[src/rtl/seDeflectPkg.sv]
package seDeflectPkg;

  // Steering decision for both inlets, one bit per inlet in each field.
  typedef struct packed {
    logic [1:0] grant;    // inlet carries a cell to be placed
    logic [1:0] toLocal;  // place on a drop outlet instead of a hop link
    logic [1:0] side;     // outlet index 0 or 1
    logic [1:0] deflect;  // inlet lost contention, rewrite distance
  } steer_t;

  localparam int SE_PORTS = 2;

endpackage

[src/rtl/seLfsr.sv]
module seLfsr #(
  parameter int W    = 8,
  parameter int SEED = 165
) (
  input  logic         clk,
  input  logic         rstN,
  output logic [W-1:0] state
);
  localparam int SEED_MOD = SEED % (1 << W);
  localparam int SEED_NZ  = (SEED_MOD == 0) ? 1 : SEED_MOD;

  logic feedback;

  generate
    if (W == 16) begin : g_w16
      assign feedback = state[15] ^ state[13] ^ state[12] ^ state[10];
    end else if (W == 8) begin : g_w8
      assign feedback = state[7] ^ state[5] ^ state[4] ^ state[3];
    end else begin : g_wn
      assign feedback = state[W-1] ^ state[W-2];
    end
  endgenerate

  always_ff @(posedge clk or negedge rstN) begin
    if (!rstN) state <= W'(SEED_NZ);
    else       state <= {state[W-2:0], feedback};
  end
endmodule

[src/rtl/seSteerCtrl.sv]
module seSteerCtrl
  import seDeflectPkg::*;
#(
  parameter int ADDR_W    = 3,
  parameter int DIST_W    = 2,
  parameter int LFSR_W    = 8,
  parameter int LFSR_SEED = 165
) (
  input  logic                   clk,
  input  logic                   rstN,
  input  logic [1:0]             inValid,
  input  logic [1:0][ADDR_W-1:0] inAddr,
  input  logic [1:0][DIST_W-1:0] inDist,
  output steer_t                 steer
);
  logic [LFSR_W-1:0] rnd;
  logic [1:0]        wantLocal;
  logic [1:0]        wantSide;
  logic              clash;
  logic              winner;
  logic              coin;
  logic              spareSide;

  seLfsr #(.W(LFSR_W), .SEED(LFSR_SEED)) u_rnd (
    .clk   (clk),
    .rstN  (rstN),
    .state (rnd)
  );

  assign coin      = rnd[0];
  assign spareSide = rnd[LFSR_W-1];

  function automatic logic pickBit(input logic [ADDR_W-1:0] a,
                                   input logic [DIST_W-1:0] d);
    logic b;
    b = 1'b0;
    for (int k = 0; k < ADDR_W; k++)
      if (DIST_W'(k) == d) b = a[k];
    return b;
  endfunction

  generate
    for (genvar i = 0; i < SE_PORTS; i++) begin : g_req
      assign wantLocal[i] = (inDist[i] == '0);
      assign wantSide[i]  = pickBit(inAddr[i], inDist[i]);
    end
  endgenerate

  assign clash = (&inValid) && (wantLocal[0] == wantLocal[1])
                            && (wantSide[0] == wantSide[1]);

  always_comb begin
    if (inDist[0] < inDist[1])      winner = 1'b0;
    else if (inDist[1] < inDist[0]) winner = 1'b1;
    else                            winner = coin;
  end

  generate
    for (genvar i = 0; i < SE_PORTS; i++) begin : g_steer
      logic loses;
      assign loses = clash && (winner != 1'(i));
      always_comb begin
        steer.grant[i] = inValid[i];
        if (loses) begin
          steer.deflect[i] = 1'b1;
          steer.toLocal[i] = 1'b0;
          steer.side[i]    = wantLocal[i] ? spareSide : ~wantSide[i];
        end else begin
          steer.deflect[i] = 1'b0;
          steer.toLocal[i] = wantLocal[i];
          steer.side[i]    = wantSide[i];
        end
      end
    end
  endgenerate
endmodule

[src/rtl/seDeflectDatapath.sv]
module seDeflectDatapath
  import seDeflectPkg::*;
#(
  parameter int ADDR_W = 3,
  parameter int DIST_W = 2,
  parameter int DATA_W = 8
) (
  input  logic                   clk,
  input  logic                   rstN,
  input  logic [1:0][ADDR_W-1:0] inAddr,
  input  logic [1:0][DIST_W-1:0] inDist,
  input  logic [1:0][DATA_W-1:0] inData,
  input  steer_t                 steer,
  output logic [1:0]             hopValid,
  output logic [1:0][ADDR_W-1:0] hopAddr,
  output logic [1:0][DIST_W-1:0] hopDist,
  output logic [1:0][DATA_W-1:0] hopData,
  output logic [1:0]             dropValid,
  output logic [1:0][ADDR_W-1:0] dropAddr,
  output logic [1:0][DATA_W-1:0] dropData
);
  localparam logic [DIST_W-1:0] RESTART = DIST_W'(ADDR_W - 1);

  logic [1:0][DIST_W-1:0] nextDist;

  generate
    for (genvar i = 0; i < SE_PORTS; i++) begin : g_tag
      always_comb begin
        if (steer.deflect[i])      nextDist[i] = RESTART;
        else if (steer.toLocal[i]) nextDist[i] = '0;
        else                       nextDist[i] = inDist[i] - 1'b1;
      end
    end

    for (genvar s = 0; s < SE_PORTS; s++) begin : g_out
      logic [1:0] hopPick;
      logic [1:0] dropPick;
      for (genvar i = 0; i < SE_PORTS; i++) begin : g_pick
        assign hopPick[i]  = steer.grant[i] & ~steer.toLocal[i] & (steer.side[i] == 1'(s));
        assign dropPick[i] = steer.grant[i] &  steer.toLocal[i] & (steer.side[i] == 1'(s));
      end

      always_ff @(posedge clk or negedge rstN) begin
        if (!rstN) begin
          hopValid[s]  <= 1'b0;
          hopAddr[s]   <= '0;
          hopDist[s]   <= '0;
          hopData[s]   <= '0;
          dropValid[s] <= 1'b0;
          dropAddr[s]  <= '0;
          dropData[s]  <= '0;
        end else begin
          hopValid[s]  <= |hopPick;
          hopAddr[s]   <= hopPick[1] ? inAddr[1]   : inAddr[0];
          hopDist[s]   <= hopPick[1] ? nextDist[1] : nextDist[0];
          hopData[s]   <= hopPick[1] ? inData[1]   : inData[0];
          dropValid[s] <= |dropPick;
          dropAddr[s]  <= dropPick[1] ? inAddr[1] : inAddr[0];
          dropData[s]  <= dropPick[1] ? inData[1] : inData[0];
        end
      end
    end
  endgenerate
endmodule

[src/rtl/deflectSwitchElement.sv]
module deflectSwitchElement
  import seDeflectPkg::*;
#(
  parameter int ADDR_W    = 3,
  parameter int DATA_W    = 8,
  parameter int LFSR_W    = 8,
  parameter int LFSR_SEED = 165,
  localparam int DIST_W   = (ADDR_W > 1) ? $clog2(ADDR_W) : 1
) (
  input  logic              clk,
  input  logic              rstN,
  input  logic              in0Valid,
  input  logic [ADDR_W-1:0] in0Addr,
  input  logic [DIST_W-1:0] in0Dist,
  input  logic [DATA_W-1:0] in0Data,
  input  logic              in1Valid,
  input  logic [ADDR_W-1:0] in1Addr,
  input  logic [DIST_W-1:0] in1Dist,
  input  logic [DATA_W-1:0] in1Data,
  output logic              hop0Valid,
  output logic [ADDR_W-1:0] hop0Addr,
  output logic [DIST_W-1:0] hop0Dist,
  output logic [DATA_W-1:0] hop0Data,
  output logic              hop1Valid,
  output logic [ADDR_W-1:0] hop1Addr,
  output logic [DIST_W-1:0] hop1Dist,
  output logic [DATA_W-1:0] hop1Data,
  output logic              drop0Valid,
  output logic [ADDR_W-1:0] drop0Addr,
  output logic [DATA_W-1:0] drop0Data,
  output logic              drop1Valid,
  output logic [ADDR_W-1:0] drop1Addr,
  output logic [DATA_W-1:0] drop1Data
);
  steer_t                 steer;
  logic [1:0]             hopValid, dropValid;
  logic [1:0][ADDR_W-1:0] hopAddr, dropAddr;
  logic [1:0][DIST_W-1:0] hopDist;
  logic [1:0][DATA_W-1:0] hopData, dropData;

  seSteerCtrl #(
    .ADDR_W(ADDR_W), .DIST_W(DIST_W), .LFSR_W(LFSR_W), .LFSR_SEED(LFSR_SEED)
  ) u_ctrl (
    .clk     (clk),
    .rstN    (rstN),
    .inValid ({in1Valid, in0Valid}),
    .inAddr  ({in1Addr, in0Addr}),
    .inDist  ({in1Dist, in0Dist}),
    .steer   (steer)
  );

  seDeflectDatapath #(
    .ADDR_W(ADDR_W), .DIST_W(DIST_W), .DATA_W(DATA_W)
  ) u_path (
    .clk       (clk),
    .rstN      (rstN),
    .inAddr    ({in1Addr, in0Addr}),
    .inDist    ({in1Dist, in0Dist}),
    .inData    ({in1Data, in0Data}),
    .steer     (steer),
    .hopValid  (hopValid),
    .hopAddr   (hopAddr),
    .hopDist   (hopDist),
    .hopData   (hopData),
    .dropValid (dropValid),
    .dropAddr  (dropAddr),
    .dropData  (dropData)
  );

  assign hop0Valid  = hopValid[0];
  assign hop0Addr   = hopAddr[0];
  assign hop0Dist   = hopDist[0];
  assign hop0Data   = hopData[0];
  assign hop1Valid  = hopValid[1];
  assign hop1Addr   = hopAddr[1];
  assign hop1Dist   = hopDist[1];
  assign hop1Data   = hopData[1];
  assign drop0Valid = dropValid[0];
  assign drop0Addr  = dropAddr[0];
  assign drop0Data  = dropData[0];
  assign drop1Valid = dropValid[1];
  assign drop1Addr  = dropAddr[1];
  assign drop1Data  = dropData[1];
endmodule

[config.mk]
export PLATFORM = sky130hd
export DESIGN_NAME = deflectSwitchElement
export DESIGN_NICKNAME = d
export VERILOG_FILES = /design/src/rtl/seDeflectPkg.sv /design/src/rtl/seLfsr.sv /design/src/rtl/seSteerCtrl.sv /design/src/rtl/seDeflectDatapath.sv /design/src/rtl/deflectSwitchElement.sv
export SDC_FILE = /design/constraint.sdc
export NUM_CORES = 1
export LEC_CHECK = 0
export ABC_AREA = 1
export BUFFER_PORTS_ARGS = -buffer_cell sky130_fd_sc_hd__buf_2
export CORE_UTILIZATION = 51
export CTS_CLUSTER_DIAMETER = 150
export CTS_CLUSTER_SIZE = 28
export DETAILED_ROUTE_END_ITERATION = 8
export GPL_ROUTABILITY_DRIVEN = 0
export PLACE_DENSITY = 0.79
export SYNTH_ARGS = -nofsm -noshare
export SYNTH_HDL_FRONTEND = slang
export SYNTH_HIERARCHICAL = 1
export SYNTH_SLANG_ARGS = --single-unit
[constraint.sdc]
create_clock -name clk -period 2.3 [get_ports clk]
set_clock_uncertainty 0.2 [all_clocks]
set_input_delay 0 -clock clk [delete_from_list [all_inputs] [get_ports clk]]
set_output_delay 0 -clock clk [all_outputs]
set_load 0.01 [all_outputs]
==> results.tsv <==
stage	metric	value	unit
status	status	finished, final reports clean	
drt	via density per instance	4.83	
power_and_ir_drop	Seq pwr share	0.451	
synthesis	Synth Warn #	6	
global_route	total gr overflow	0	
drt	Via Count	2290	
worst_setup_path	RR Startpoint	u_ctrl/u_rnd/state[0]	
drt	DR iter-0 viols	131	
floorplan	starting density of the core	0.528	
synthesis	Syn Area/Cell	9.41	um^2
power_and_ir_drop	PwrDens	699	nW/um^2
power_and_ir_drop	clock power share	0.364	
timing	final hold violations	0	
placement	DP HPWL	3940	um
clocking	htree depth	3	
finish	area grow syn2layout	37.1	%
timing	Fmax achieved	477	MHz
finish	Final #Nets	431	
drt	Routed Antenna Nets	0	
timing	setup tns final	0	ps
worst_setup_path	R2R Path End	u_path/hopData[0]	
global_route	first-pass GRT wire length	9940	um
floorplan	DIE AREA	5550	um^2
worst_setup_path	r2r setup slk	250	ps
clocking	CTS tree	built	
drt	Residual DRC	0	
clocking	maximum root-to-sink buffer count	2	
timing	fin. max-slew vios	0	
drt	Routed WL	6040	um
drt	drt pass-1 iters	5	
min_path	Hold Path Class	in -> async	
global_route	vias in the first global route	2272	
power_and_ir_drop	Sw Pwr	682	uW
synthesis	Synth Instances	285	
timing	Hold Slack	7.32	ps
worst_setup_path	Worst Reg-to-Reg Cells	10	
clocking	CTS clk-pin slew, worst paths	60	ps
floorplan	die width	74.5	um
worst_setup_path	Setup crit end kind	register	
run	max-cap violation count	0	
global_route	initial antenna violation count	0	
power_and_ir_drop	Comb pwr share	0.185	
floorplan	Die Ht	74.5	um
finish	ratio of cells with drive above 1 in the final layout	0.369	
power_and_ir_drop	Int Pwr	1.89	mW
clocking	TritonCTS sink count	60	
clocking	Clock Latency Late Sink	320	ps
timing	unrepaired setup endpoints after global routing	false	
power_and_ir_drop	Worst VDD drop	0.362	mV
timing	worst slew pin tran	599	ps
synthesis	Post-Syn Nets	317	
synthesis	Synth cell types	25	
timing	final setup violation count	0	
global_route	Total Routing Usage GR	0.243	
timing	Tcrit/Tclk final	0.912	
synthesis	sequential fraction of the synthesis area	0.562	
timing	Tmin final	2100	ps
synthesis	Mapped Area	2680	um^2
floorplan	core area	5070	um^2
power_and_ir_drop	total power	2.57	mW
global_route	largest net degree at the start of global routing	36	
clocking	CTS Root Cell	clkbuf_8	
clocking	Num CTS Buffers	9	
synthesis	post-synth top area share	0.523	
worst_setup_path	Startpoint Class	input port	
synthesis	Yosys reg bits	60	
worst_setup_path	CP arrival	2100	ps
finish	final core occ	0.724	
synthesis	synth top area cells	dfrtp_1 (52%), nand2_1 (12%), o21ai_2 (6.9%)	
timing	Max transition margin	0.601	
clocking	total setup buffers inserted after CTS	0	
floorplan	FP Rows	26	
floorplan	IO Count	82	
worst_setup_path	WS Path Type	in -> reg	
placement	number of port buffers	81	
finish	Antenna diodes	0	
synthesis	area leader, netlist	dfrtp_1	
worst_setup_path	Worst Path Max Fanout	18	
power_and_ir_drop	Net Sw Frac	0.266	
worst_setup_path	Worst EP required	2310	ps
drt	WL/cell	12.7	um
power_and_ir_drop	static leakage power	1.94	nW
==> worst max path at each step <==
stage                               start                  to  depth (start not counted)
finish                           in1Valid   u_path/hopData[0]                         12
floorplan           u_ctrl/u_rnd/state[0]   u_path/hopData[0]                         10
global route                     in1Valid   u_path/hopData[7]                         13
CTS                            in1Addr[2]  u_path/dropData[6]                         12
detailed placement             in1Dist[0]  u_path/dropData[6]                         11
global placement               in0Dist[1]   u_path/hopData[2]                         12
==> placed cells by master (no fill, tap or decap) <==
| cell type | count |
|---|---|
| nand2_1 | 84 |
| buf_2 | 80 |
| dfrtp_1 | 56 |
| inv_1 | 35 |
| dlygate4sd3_1 | 30 |
| o21ai_2 | 21 |
| o21ai_1 | 16 |
| o21ai_0 | 15 |
| clkbuf_8 | 11 |
| inv_2 | 6 |
| nor2_1 | 6 |
| nor2_2 | 5 |
| nand3_1 | 4 |
| dfstp_2 | 4 |
| nand2_2 | 3 |
| nand3_4 | 3 |
| buf_12 | 3 |
| clkinv_2 | 2 |
| nand3_2 | 2 |
| nand2_4 | 2 |
| nand4_1 | 2 |
| o31ai_1 | 2 |
| ha_1 | 2 |
| bufinv_16 | 1 |
| clkinvlp_4 | 1 |
| clkbuf_1 | 1 |
| clkbuf_4 | 1 |
| nor2_4 | 1 |
| a21oi_2 | 1 |
| nand3b_4 | 1 |
| xnor2_1 | 1 |
| nor3_1 | 1 |
| buf_4 | 1 |
==> what timing repair did <==
| item | CTS | global route |
|---|---|---|
| setup endpoints to repair | 0 | 31 |
| hold buffers | 30 | 0 |
| hold endpoints to repair | 112 | 0 |
| gates resized for setup | 0 | 6 |
==> layer usage <==
layer  global-route usage  up-vias  share of wire
li1                     -     1122              -
met1                0.292     1068           0.41
met2                0.417       88           0.51
met3               0.0610       12          0.063
met4                0.101        0          0.019
met5                    0        -              0
==> through the flow <==
stage                     worst slack, ps  instances  instance area [um^2]
final                                 203        474                  3670
after detailed placement              141        428                  3140
after global placement                235        428                  3140
after floorplan                       505        285                  2680
after global routing                 9.93        474                  3670
after CTS                            50.0        474                  3640
==> sequential cells by signal (all words and copies together), names as in the netlist <==
register	cells
u_path/hopDist	4
u_path/hopData	16
u_path/dropAddr	6
u_path/dropValid	2
u_path/hopAddr	6
u_path/dropData	16
u_ctrl/u_rnd/state	8
u_path/hopValid	2
==> final cells by class <==
type	instances	area (um^2)
Sequential cell	60	1510
Fill cell	361	1400
Multi-Input combinational cell	172	948
Timing Repair Buffer	115	776
Clock buffer	12	155
Inverter	41	154
Tap cell	70	87.6
Clock inverter	4	47.5
==> power groups by stage <==
stage          clock network, mW  registers, mW  logic, mW
2_1_floorplan                  0           1.23      0.197
3_3_place_gp                   0           1.18      0.408
3_5_place_dp                   0           1.18      0.421
4_1_cts                    0.954           1.16      0.463
5_1_grt                     1.00           1.17      0.532
6_report                   0.936           1.16      0.474
==> worst max-delay path, cell delays in order <==
cell and delay, ps:
dlygate4sd3_1 520, clkbuf_4 200, nand2_1 80, nor2_1 100, nand2_1 120, o31ai_1 260
nand2_2 130, inv_1 170, nand3_4 170, buf_12 200, nand2_1 90, o21ai_2 60
==> kinds of logic (layout without fill, tap and decap cells) <==
group,count (synthesis),after routing,share of synthesized area
buffers and inverters,53,172,0.0947
adder cells (fa/ha/maj),2,2,0.00933
XOR/XNOR,1,1,0.00327
AND/OR/NAND/NOR,114,114,0.196
AO/OA/AOI/OAI,55,55,0.135
flip-flops,60,60,0.562
==> Yosys cell counts <==
master	number
o31ai_1	2
nand2_4	2
nand2_1	85
nand3_2	5
nand3b_4	1
nand2_2	2
nor2_4	1
buf_2	2
ha_1	2
nor2_1	7
buf_4	6
dfstp_2	4
buf_6	4
nand3_1	4
o21ai_0	15
o21ai_1	16
xnor2_1	1
nand4_1	2
a21oi_2	1
o21ai_2	21
dfrtp_1	56
inv_2	6
nor2_2	4
nor3_1	1
inv_1	35
Note: power is estimated with default switching activity, not from simulation.
